[src/rtl/sh_seq_pkg.sv]
package sh_seq_pkg;

    localparam int CODE_W = 12;
    localparam int WORD_W = 16;

    typedef enum logic [2:0] {
        PH_IDLE = 3'd0,
        PH_RSMP = 3'd1,
        PH_RHLD = 3'd2,
        PH_LSMP = 3'd3,
        PH_LHLD = 3'd4,
        PH_XFER = 3'd5,
        PH_SETL = 3'd6
    } phase_e;

    typedef struct packed {
        logic              l_out;
        logic              l_in;
        logic              r_out;
        logic              r_in;
        logic [CODE_W-1:0] code;
    } port_word_t;

    function automatic phase_e next_phase(input phase_e ph);
        case (ph)
            PH_RSMP: return PH_RHLD;
            PH_RHLD: return PH_LSMP;
            PH_LSMP: return PH_LHLD;
            PH_LHLD: return PH_XFER;
            PH_XFER: return PH_SETL;
            default: return PH_RSMP;
        endcase
    endfunction

endpackage

[src/rtl/sh_step_timer.sv]
module sh_step_timer #(
    parameter int CYC_PER_US = 100
) (
    input  logic clk,
    input  logic rst,
    input  logic run,
    output logic step_end
);
    localparam int CW = (CYC_PER_US > 1) ? $clog2(CYC_PER_US) : 1;
    localparam logic [CW-1:0] LAST = CW'(CYC_PER_US - 1);

    logic [CW-1:0] cnt;

    assign step_end = run && (cnt == LAST);

    always_ff @(posedge clk) begin
        if (rst || !run || step_end) cnt <= '0;
        else                         cnt <= cnt + 1'b1;
    end
endmodule

[src/rtl/sh_phase_seq.sv]
module sh_phase_seq
    import sh_seq_pkg::*;
#(
    parameter int IDX_W = 10
) (
    input  logic             clk,
    input  logic             rst,
    input  logic             start,
    input  logic [IDX_W-1:0] pair_count,
    input  logic             step_end,
    output phase_e           phase,
    output logic [IDX_W-1:0] idx,
    output logic             done
);
    logic [IDX_W-1:0] total;

    always_ff @(posedge clk) begin
        if (rst) begin
            phase <= PH_IDLE;
            idx   <= '0;
            total <= '0;
            done  <= 1'b0;
        end else begin
            done <= 1'b0;
            if (phase == PH_IDLE) begin
                if (start && pair_count != '0) begin
                    phase <= PH_RSMP;
                    idx   <= '0;
                    total <= pair_count;
                end
            end else if (step_end) begin
                if (phase == PH_SETL) begin
                    if (idx == total - 1'b1) begin
                        phase <= PH_IDLE;
                        idx   <= '0;
                        done  <= 1'b1;
                    end else begin
                        phase <= PH_RSMP;
                        idx   <= idx + 1'b1;
                    end
                end else begin
                    phase <= next_phase(phase);
                end
            end
        end
    end

    AST_STEP_HOLD: assert property (@(posedge clk) disable iff (rst)
        (phase != PH_IDLE && !step_end) |=> $stable(phase));
    AST_DONE_PULSE: assert property (@(posedge clk) disable iff (rst)
        done |=> !done);
    AST_IDX_STEADY: assert property (@(posedge clk) disable iff (rst)
        (phase != PH_SETL) |=> $stable(idx));
    AST_DONE_IDLE: assert property (@(posedge clk) disable iff (rst)
        done |-> (phase == PH_IDLE && idx == '0));
endmodule

[src/rtl/sh_word_enc.sv]
module sh_word_enc
    import sh_seq_pkg::*;
(
    input  phase_e             phase,
    input  logic [CODE_W-1:0]  right_code,
    input  logic [CODE_W-1:0]  left_code,
    output port_word_t         word
);
    always_comb begin
        word = '0;
        case (phase)
            PH_RSMP: begin word.code = right_code; word.r_in = 1'b1; end
            PH_RHLD: word.code = right_code;
            PH_LSMP: begin word.code = left_code; word.l_in = 1'b1; end
            PH_LHLD: word.code = left_code;
            PH_XFER: begin
                word.code  = left_code;
                word.r_out = 1'b1;
                word.l_out = 1'b1;
            end
            PH_SETL: word.code = left_code;
            default: word = '0;
        endcase
    end
endmodule

[src/rtl/sh_dac_seq.sv]
module sh_dac_seq
    import sh_seq_pkg::*;
#(
    parameter int CYC_PER_US = 100,
    parameter int IDX_W      = 10
) (
    input  logic              clk,
    input  logic              rst,
    input  logic              start,
    input  logic [IDX_W-1:0]  pair_count,
    input  logic [11:0]       right_code,
    input  logic [11:0]       left_code,
    output logic [15:0]       port_word,
    output logic [IDX_W-1:0]  sample_idx,
    output logic              busy,
    output logic              done
);
    phase_e     phase;
    logic       step_end;
    port_word_t word;

    assign busy = (phase != PH_IDLE);

    sh_step_timer #(.CYC_PER_US(CYC_PER_US)) i_timer (
        .clk      (clk),
        .rst      (rst),
        .run      (busy),
        .step_end (step_end)
    );

    sh_phase_seq #(.IDX_W(IDX_W)) i_seq (
        .clk        (clk),
        .rst        (rst),
        .start      (start),
        .pair_count (pair_count),
        .step_end   (step_end),
        .phase      (phase),
        .idx        (sample_idx),
        .done       (done)
    );

    sh_word_enc i_enc (
        .phase      (phase),
        .right_code (right_code),
        .left_code  (left_code),
        .word       (word)
    );

    assign port_word = word;

    AST_FIRST_RANK_EXCL: assert property (@(posedge clk) disable iff (rst)
        !(port_word[12] && port_word[14]));
    AST_RANKS_APART: assert property (@(posedge clk) disable iff (rst)
        (port_word[12] || port_word[14]) |-> !(port_word[13] || port_word[15]));
    AST_XFER_PAIRED: assert property (@(posedge clk) disable iff (rst)
        port_word[13] == port_word[15]);
    AST_IDLE_QUIET: assert property (@(posedge clk) disable iff (rst)
        !busy |-> (port_word == '0));
endmodule

[config.mk]
export PLATFORM = sky130hd
export DESIGN_NAME = sh_dac_seq
export DESIGN_NICKNAME = d
export VERILOG_FILES = /design/src/rtl/sh_seq_pkg.sv /design/src/rtl/sh_step_timer.sv /design/src/rtl/sh_phase_seq.sv /design/src/rtl/sh_word_enc.sv /design/src/rtl/sh_dac_seq.sv
export SDC_FILE = /design/constraint.sdc
export NUM_CORES = 1
export LEC_CHECK = 0
export BUFFER_PORTS_ARGS = -buffer_cell sky130_fd_sc_hd__buf_2
export CAP_MARGIN = 5
export CORE_ASPECT_RATIO = 1.75
export CORE_MARGIN = 2
export CORE_UTILIZATION = 39
export CTS_CLUSTER_DIAMETER = 30
export DETAILED_ROUTE_END_ITERATION = 8
export PLACE_DENSITY = 0.69
export REMOVE_ABC_BUFFERS = 1
export SYNTH_ARGS = -nofsm -noshare
export SYNTH_HDL_FRONTEND = slang
export SYNTH_SLANG_ARGS = --single-unit
[constraint.sdc]
create_clock -name clk -period 2.3 [get_ports clk]
set_input_delay 0.115 -clock clk [delete_from_list [all_inputs] [get_ports clk]]
set_output_delay 0.115 -clock clk [all_outputs]
set_load 0.02 [all_outputs]
# Yosys cells after proc, flatten, opt, wreduce, memory -nomap -nowiden
# Index checks and enable logic that the tools add are counted.
# totals
register_bits,31
in_bits,37
output_inout_bits,28
wordCells,51
# classes
addsub,3
n_eq_ne,9
n_mux,16
bitwise_logic,2
n_reduce_logical,16
# op_table
operator,n
$mux 10,5
$pmux 12 s2,1
$pmux 3 s5,1
$mux 3,4
$add 10x1->10 const B,1
$eq 10x10->1,1
$reduce_bool 10->1,1
$sub 10x1->10 const B,1
$eq 3x3->1 const B,3
$reduce_or 4->1,2
$add 7x1->7 const B,1
$eq 7x7->1 const B,1
$eq 3x2->1 const B,2
$mux 1,5
$reduce_and 2->1,2
$reduce_bool 2->1,2
$eq 3x1->1 const B,1
$logic_not 3->1,1
$reduce_and 3->1,1
$reduce_bool 3->1,1
$logic_and 1x1->1,2
$logic_or 1x1->1,2
$ne 2x2->1 const B,1
$not 1->1,2
other kinds (2),2

# Logic depth before layout (Yosys ltp)
# Gate-level depths: netlist of run 1.
# depth
word_depth,6
mapped_depth,8
mapped_depth_nobuf,8

# By module
# A second synthesis of run 1 with hierarchy kept.
# unflattened
cells_unflattened,258
area_unflattened_um2,2249.7
# by_module_without_submodules
module,n_inst,cells_per_inst,area_per_inst_um2,seq_area_each_um2
sh_phase_seq,1,162,1383.8,480.5
sh_word_enc,1,63,515.5,0.0
sh_step_timer,1,32,344.1,140.1
sh_dac_seq,1,1,6.3,0.0

# Least setup slack after synthesis of run 1
# No wires, ideal clock.
# synth_timing
path_kind,register to register
startpoint,reg i_seq.total[2]
endpoint,reg i_seq.idx[0]
setup_ns,0.136
t_arrival_ns,2.154
t_required_ns,2.164
setup_slack_ns,0.009
stages_incl_launch_ff,7
path_buffers,0
period_less_slack_ns,2.291
path_cell_list,dfxtp_1 -> or4_4 -> o21a_1 -> or4_1 -> o211a_2 -> o41ai_4 -> nor2_1
# synth_via
elab_chain_cells,6
# synth_lines
element,line_no,text
from (decl),sh_phase_seq.sv:15,logic [IDX_W-1:0] total;
from (signal assigned),sh_phase_seq.sv:29,total <= pair_count;
$sub 10x1->10,sh_phase_seq.sv:33,if (idx == total - 1'b1) begin
$eq 10x10->1,sh_phase_seq.sv:33,
$mux 10,sh_phase_seq.sv:33,
$mux 10,sh_phase_seq.sv:32,if (phase == PH_SETL) begin
$mux 10,sh_phase_seq.sv:31,end else if (step_end) begin
$mux 10,sh_phase_seq.sv:25,if (phase == PH_IDLE) begin
to (signal assigned),sh_phase_seq.sv:39,idx <= idx + 1'b1;
to (decl),sh_phase_seq.sv:12,"output logic [IDX_W-1:0] idx,"
# No other way between the ends. The select of a mux whose other input is x is not followed.
# A chain may end at the register's enable or synchronous reset.

# Final worst setup path of run 1
# layout_timing
startpoint,reg i_seq.total[2]
endpoint,reg i_seq.idx[7]
# The elaborated chain is that of the path after synthesis.

==> run summary, run 1 <==
I/O pin total: 65
first-pass GRT wire length: 7.87 mm
GRT Total Usage: 0.171
kind of critical path: reg2reg
initial antenna violation count: 0
Leakage: 1.17 nW
final instance area: 2550 um2
XOR/XNOR Fraction of Synth Area: 0.110
mux share of post-synthesis cell area: 0.113
Mapped Area: 2000 um2
Slew @ Worst Pin: 0.542 ns
fin crit share: 0.983
endpoint class of the critical path: flop
IO buf count: 64
vias in the first global route: 1,806
WL final: 4.92 mm
worst hold path class: in2reg
Layout Nets: 352
clk_skew: 0.00252 ns
# DRC: 0
fraction of layout cells with a size suffix above 1: 0.335
Post-Syn Instances: 243
# diodes: 0
Final ANT Viol Nets: 0
CTS Buf Count: 5
starting density of the core: 0.405
CTS Sinks: 31
Avg WL per Cell: 13.4 um
fin util: 0.517
Max Transition Viols Final: 0
RSZ-0062 raised after global routing: yes
asr flop ratio synth: 0
post-synth top area share: 0.311
CTS root buffer: clkbuf_8
non-filler instance count after layout: 367
placed inst area: 2430 um2
startpoint class of the critical path: flop
Post-synth EDFFs: 0
Core ar.: 4930 um2
dpl cells: 359
1st-iter DRT viols: 91
reg-to-reg slack, setup: 0.04 ns
Slew HR: 0.635
crit-path max FO: 10
CTS tree: yes
final hold viol count: 0
sequential fraction of the synthesis area: 0.311
Vias: 2,029
H-tree depth: 2
Synth Area in Adders: 0.0188
Synth Register Bits: 31
main combinational cell family by area after synthesis: simple AND/OR/NAND/NOR gates
area of the die: 5730 um2
post-synthesis compound-gate area fraction: 0.169
later-pin clock latency in the skew report: 0.28 ns
die height: 98.7 um
Avg Inst Size Synth: 8.22 um2
P&R area growth vs syn: 27.9%
Max-Cap Viols: 0
CP arrival: 2.43 ns
drt pass-1 iters: 5
clk slew on worst S/H paths: 0.06 ns
Die Wd: 58.1 um
Distinct cells, synth: 42
GRT Residual Overflow: 0
HPWL after detailed placement: 3.83 mm
VDD IR-drop max: 0.000401 V
DR vias/cell: 5.53
Synth Area in Simple Gates: 0.234
Tmin final: 2.26 ns
fmax: 442 MHz
Critical Path RT: 2.47 ns
Placer Congestion: 0.749
top cells by area, synth: dfxtp_1, nor2_1, mux2_2
Final setup viols: 0
post-synth top area cell: dfxtp_1
Clock Tree Buf Depth: 2
Syn. warnings: 0
run status: finished, final reports clean
PwrDens: 595 nW/um2
most common flop cell mapped by yosys: dfxtp_1
row count: 34
pin count of the biggest net entering global routing: 31
final timing paths:
check / from / to / depth (start not counted)
setup / recovery: i_seq.total[2]$_SDFFE_PP0P_ / i_seq.idx[7]$_SDFFE_PP0P_ / 7
hold / removal: pair_count[6] / i_seq.total[6]$_SDFFE_PP0P_ / 3
setup reg to reg: i_seq.total[2]$_SDFFE_PP0P_ / i_seq.idx[7]$_SDFFE_PP0P_ / 7
hold reg to reg: i_timer.cnt[0]$_SDFF_PP0_ / i_timer.cnt[0]$_SDFF_PP0_ / 1
cells in the mapped netlist, drive strengths merged, types with 7 or more instances:
library cell,n
nor2,36
dfxtp,31
nand2,19
a21oi,18
clkbuf,14
xor2,14
a221oi,12
mux2,12
xnor2,11
mux2i,9
nand4,8
inv,7
per-layer routing:
metal  track usage  vias up  routed length [um]
met5             0        -                   0
met4        0.0590        0                  67
met3        0.0262        8                 249
met2         0.327       67                2710
met1         0.181      942                1890
li1              -     1012                   -
area by class of cell:
cell class	instances	area, um2
Timing Repair Buffer	78	429
Tap cell	54	67.6
Fill cell	501	2380
Sequential cell	31	621
Clock inverter	1	7.51
Inverter	7	26.3
Clock buffer	7	96.3
Multi-Input combinational cell	189	1310
critical path, stage by stage, from the launching register on:
cell	delay [ns]
dfxtp_1	0.31
or4_4	0.55
o21a_1	0.20
or4_1	0.49
o211a_2	0.16
o41ai_4	0.22
buf_6	0.18
nor2_1	0.06
logic make-up after synthesis:
group                    Yosys count
AO/OA/AOI/OAI                     45
XOR/XNOR                          25
adder cells (fa/ha/maj)            3
buffers and inverters             23
flip-flops                        31
multiplexers                      21
AND/OR/NAND/NOR                   95
layout by cell type, fill, tap and decap left out, drive strengths merged, types with 3 or more instances in the layout:
cell type / n
nand4: 8
a221oi: 12
xor2: 14
mux2i: 9
nor3: 5
dfxtp: 31
xnor2: 11
buf: 78
nand2: 19
ha: 3
nor2: 36
mux2: 12
nor4: 3
a21oi: 18
clkbuf: 7
inv: 7
nand3: 5
and3: 5
flip-flops by register name (all words and copies together) (netlist names):
signal / flops
i_seq.idx: 10
i_seq.total: 10
i_timer.cnt: 7
i_seq.phase: 3
i_seq.done: 1
through the flow:
step	setup TNS (ns)	hold slack (ns)	power, W	setup WS [ns]
4_1_cts	0	0.0835	0.00152	0.0164
2_1_floorplan	-6.71	0.184	0.000888	-0.581
6_report	0	0.0887	0.00152	0.0395
3_3_place_gp	0	0.370	0.00104	0.0631
5_1_grt	-0.557	0.0917	0.00160	-0.0667
3_5_place_dp	0	0.381	0.00105	0.0365
timing repair:
item / in CTS / in global routing
hold buffers: 0 / 0
gates resized for setup: 0 / 4
buffers inserted: 0 / 0
endpoints found under the hold margin: 0 / 0
setup endpoints to repair: 0 / 11
power breakdown:
| group | internal [W] | switching (W) |
|---|---|---|
| clock | 0.000272 | 0.000201 |
| combinational | 0.000209 | 0.000253 |
| sequential | 0.000560 | 0.0000232 |
| total | 0.00104 | 0.000477 |
(Power assumes the default switching activity.)
==> run 2: changes to the inputs <==
--- a/config.mk
+++ b/config.mk
@@ -12,8 +12,9 @@
 export CORE_UTILIZATION = 39
 export CTS_CLUSTER_DIAMETER = 30
 export DETAILED_ROUTE_END_ITERATION = 8
+export GPL_ROUTABILITY_DRIVEN = 0
+export HOLD_SLACK_MARGIN = 0.1
 export PLACE_DENSITY = 0.69
-export REMOVE_ABC_BUFFERS = 1
 export SYNTH_ARGS = -nofsm -noshare
 export SYNTH_HDL_FRONTEND = slang
 export SYNTH_SLANG_ARGS = --single-unit
==> run 2 against run 1 <==
Clock skew grew 0.0014 ns. First-iteration DRC count rose by 9.9%. Worst setup slack improved by 0.036 ns. Sequential share of layout area decreased by 0.34 points. Power grew 4.5%. Global-route usage is 0.43 points higher. Register-to-register slack improved by 0.04 ns.
==> run summary, run 2 (synthesis gave the netlist of run 1 again) <==
run status: finished, final reports clean
worst hold path class: in2reg
sw frac: 0.298 (-0.0163)
placed inst area: 2390 um2 (-1.5%)
Largest regs: i_seq.idx: 10 flops, i_seq.total: 10 flops, i_timer.cnt: 7 flops
starting density of the core: 0.405 (unchanged)
Layout Nets: 353 (+0.28%)
1st-iter DRT viols: 100 (+9.9%)
fmax: 449 MHz (+1.6%)
CTS Buf Count: 5 (unchanged)
area of the multi-input gates: 1310 um2 (unchanged)
Leakage: 1.18 nW (+0.52%)
Reg-to-Reg End: i_seq.idx[8]$_SDFFE_PP0P_
Slew HR: 0.663 (+0.0275)
Slew @ Worst Pin: 0.503 ns (-0.0385 ns)
row count: 34 (unchanged)
CP arrival: 2.41 ns (-0.02 ns)
VDD IR-drop max: 0.000647 V (+61%)
Critical Path RT: 2.48 ns (about the same)
Final ANT Viol Nets: 0 (unchanged)
sequential share of power: 0.367 (-0.017)
later-pin clock latency in the skew report: 0.28 ns (about the same)
commonest non-fill, non-tap cell in the layout: buf_2
clk_skew: 0.00391 ns (+0.00138 ns)
Tmin final: 2.22 ns (-0.0357 ns)
register area: 621 um2 (unchanged)
crit-path max FO: 10 (unchanged)
fin crit share: 0.967 (-0.0155)
Final setup viols: 0 (unchanged)
# fillers: 468 (-6.6%)
RSZ-0062 raised after global routing: yes
post-CTS setup repair buffer count: 0 (unchanged)
CTS Sinks: 31 (unchanged)
GRT Total Usage: 0.175 (+0.00431)
GRT Residual Overflow: 0 (unchanged)
P&R area growth vs syn: 29.7%
Sum Neg Setup Slack: 0 ns (unchanged)
Max Transition Viols Final: 0 (unchanged)
HPWL after detailed placement: 3.75 mm (-2.0%)
drt pass-1 iters: 4 (-1)
Vias: 2,005 (-1.2%)
Clock Tree Buf Depth: 2 (unchanged)
combinational share of power: 0.286 (-0.018)
I/O pin total: 65 (unchanged)
clk slew on worst S/H paths: 0.06 ns (about the same)
R2R depth: 7 (unchanged)
fraction of layout cells with a size suffix above 1: 0.318 (-0.0170)
area of the die: 5730 um2 (unchanged)
IO buf count: 64 (unchanged)
PwrDens: 613 nW/um2 (+3.0%)
vias in the first global route: 1,881 (+4.2%)
H-tree depth: 2 (unchanged)
endpoint class of the critical path: flop
R2R Path Start: i_seq.total[2]$_SDFFE_PP0P_
PnR worst setup slack: 0.0752 ns (+0.0357 ns)
CTS root buffer: clkbuf_8
clock share of power: 0.347 (+0.036)
Core ar.: 4930 um2 (unchanged)
kind of critical path: reg2reg
WL final: 5.01 mm (+1.8%)
first-pass GRT wire length: 8.02 mm (+2.0%)
Avg WL per Cell: 13.6 um (+1.6%)
initial antenna violation count: 0 (unchanged)
# DRC: 0 (unchanged)
pin count of the biggest net entering global routing: 31 (unchanged)
CTS tree: yes
# diodes: 0 (unchanged)
die height: 98.7 um (unchanged)
Max-Cap Viols: 0 (unchanged)
commonest cells after routing, fill and taps aside: buf_2, nor2_1, dfxtp_1, nand2_1, a21oi_1
dpl cells: 354 (-1.4%)
DR vias/cell: 5.45 (-1.5%)
worst slack, placed: 0.0666 ns (+0.0301 ns)
startpoint class of the critical path: flop
CP startpoint: i_seq.total[2]$_SDFFE_PP0P_
Net Switching: 0.000473 W (-0.93%)
reg-to-reg slack, setup: 0.08 ns (+0.04 ns)
non-filler instance count after layout: 368 (+0.27%)
final hold viol count: 0 (unchanged)
Die Wd: 58.1 um (unchanged)
syn nets: 283
final instance area: 2590 um2 (+1.4%)
Setup crit end: i_seq.idx[8]$_SDFFE_PP0P_
Power Internal: 0.00111 W (+7.0%)
run 2: how the worst min path moves through the flow:
| stage | startpoint | cells after the start | endpoint | slack [ns] |
|---|---|---|---|---|
| 6_report | pair_count[0] | 3 | i_seq.total[0]$_SDFFE_PP0P_ | 0.10 |
| 5_1_grt | pair_count[0] | 3 | i_seq.total[0]$_SDFFE_PP0P_ | 0.13 |
| 3_5_place_dp | pair_count[1] | 3 | i_seq.total[1]$_SDFFE_PP0P_ | 0.37 |
| 2_1_floorplan | rst | 1 | i_seq.phase[1]$_SDFFE_PP0P_ | 0.18 |
| 3_3_place_gp | pair_count[6] | 3 | i_seq.total[6]$_SDFFE_PP0P_ | 0.37 |
| 4_1_cts | pair_count[5] | 3 | i_seq.total[5]$_SDFFE_PP0P_ | 0.10 |
run 2: area by class of cell:
class,instances,area share
Tap cell,54,0.0261
Clock buffer,6,0.0319
Sequential cell,31,0.240
Inverter,7,0.0101
Clock inverter,2,0.0135
Multi-Input combinational cell,189,0.504
Timing Repair Buffer,79,0.174
run 2: power by group through the flow:
stage / clock network, W / logic [W] / registers (W)
2_1_floorplan: 0 / 0.000304 / 0.000595
3_3_place_gp: 0 / 0.000434 / 0.000593
3_5_place_dp: 0 / 0.000441 / 0.000594
4_1_cts: 0.000560 / 0.000450 / 0.000582
5_1_grt: 0.000575 / 0.000501 / 0.000584
6_report: 0.000550 / 0.000454 / 0.000582
run 2: metal layers:
layer / up-vias / GRT usage / part of all wire
met5: - / 0 / 0
met2: 60 / 0.319 / 0.53
met3: 11 / 0.0315 / 0.054
met1: 917 / 0.188 / 0.38
li1: 1017 / - / -
met4: 0 / 0.0823 / 0.027
run 2: timing repair:
item,CTS,global route
hold buffers,6,0
resized for setup,0,4
hold endpoints to repair,6,0
endpoints found under the setup margin,0,25
run 2: metrics by stage:
stage / hold slack, ns / util / total power (W)
after CTS: 0.101 / 0.520 / 0.00159
after floorplan: 0.184 / - / 0.000899
after detailed placement: 0.374 / 0.484 / 0.00103
after global placement: 0.370 / 0.484 / 0.00103
after global routing: 0.131 / 0.525 / 0.00166
final: 0.103 / 0.525 / 0.00159
run 2: worst max-delay path, stage by stage, from the launching register on:
cell and delay [ns]:
dfxtp_1 0.31, or4_4 0.53, o21a_1 0.19, or4_1 0.49, o211a_2 0.15, o41ai_4 0.21, buf_6 0.18, nor2_1 0.05
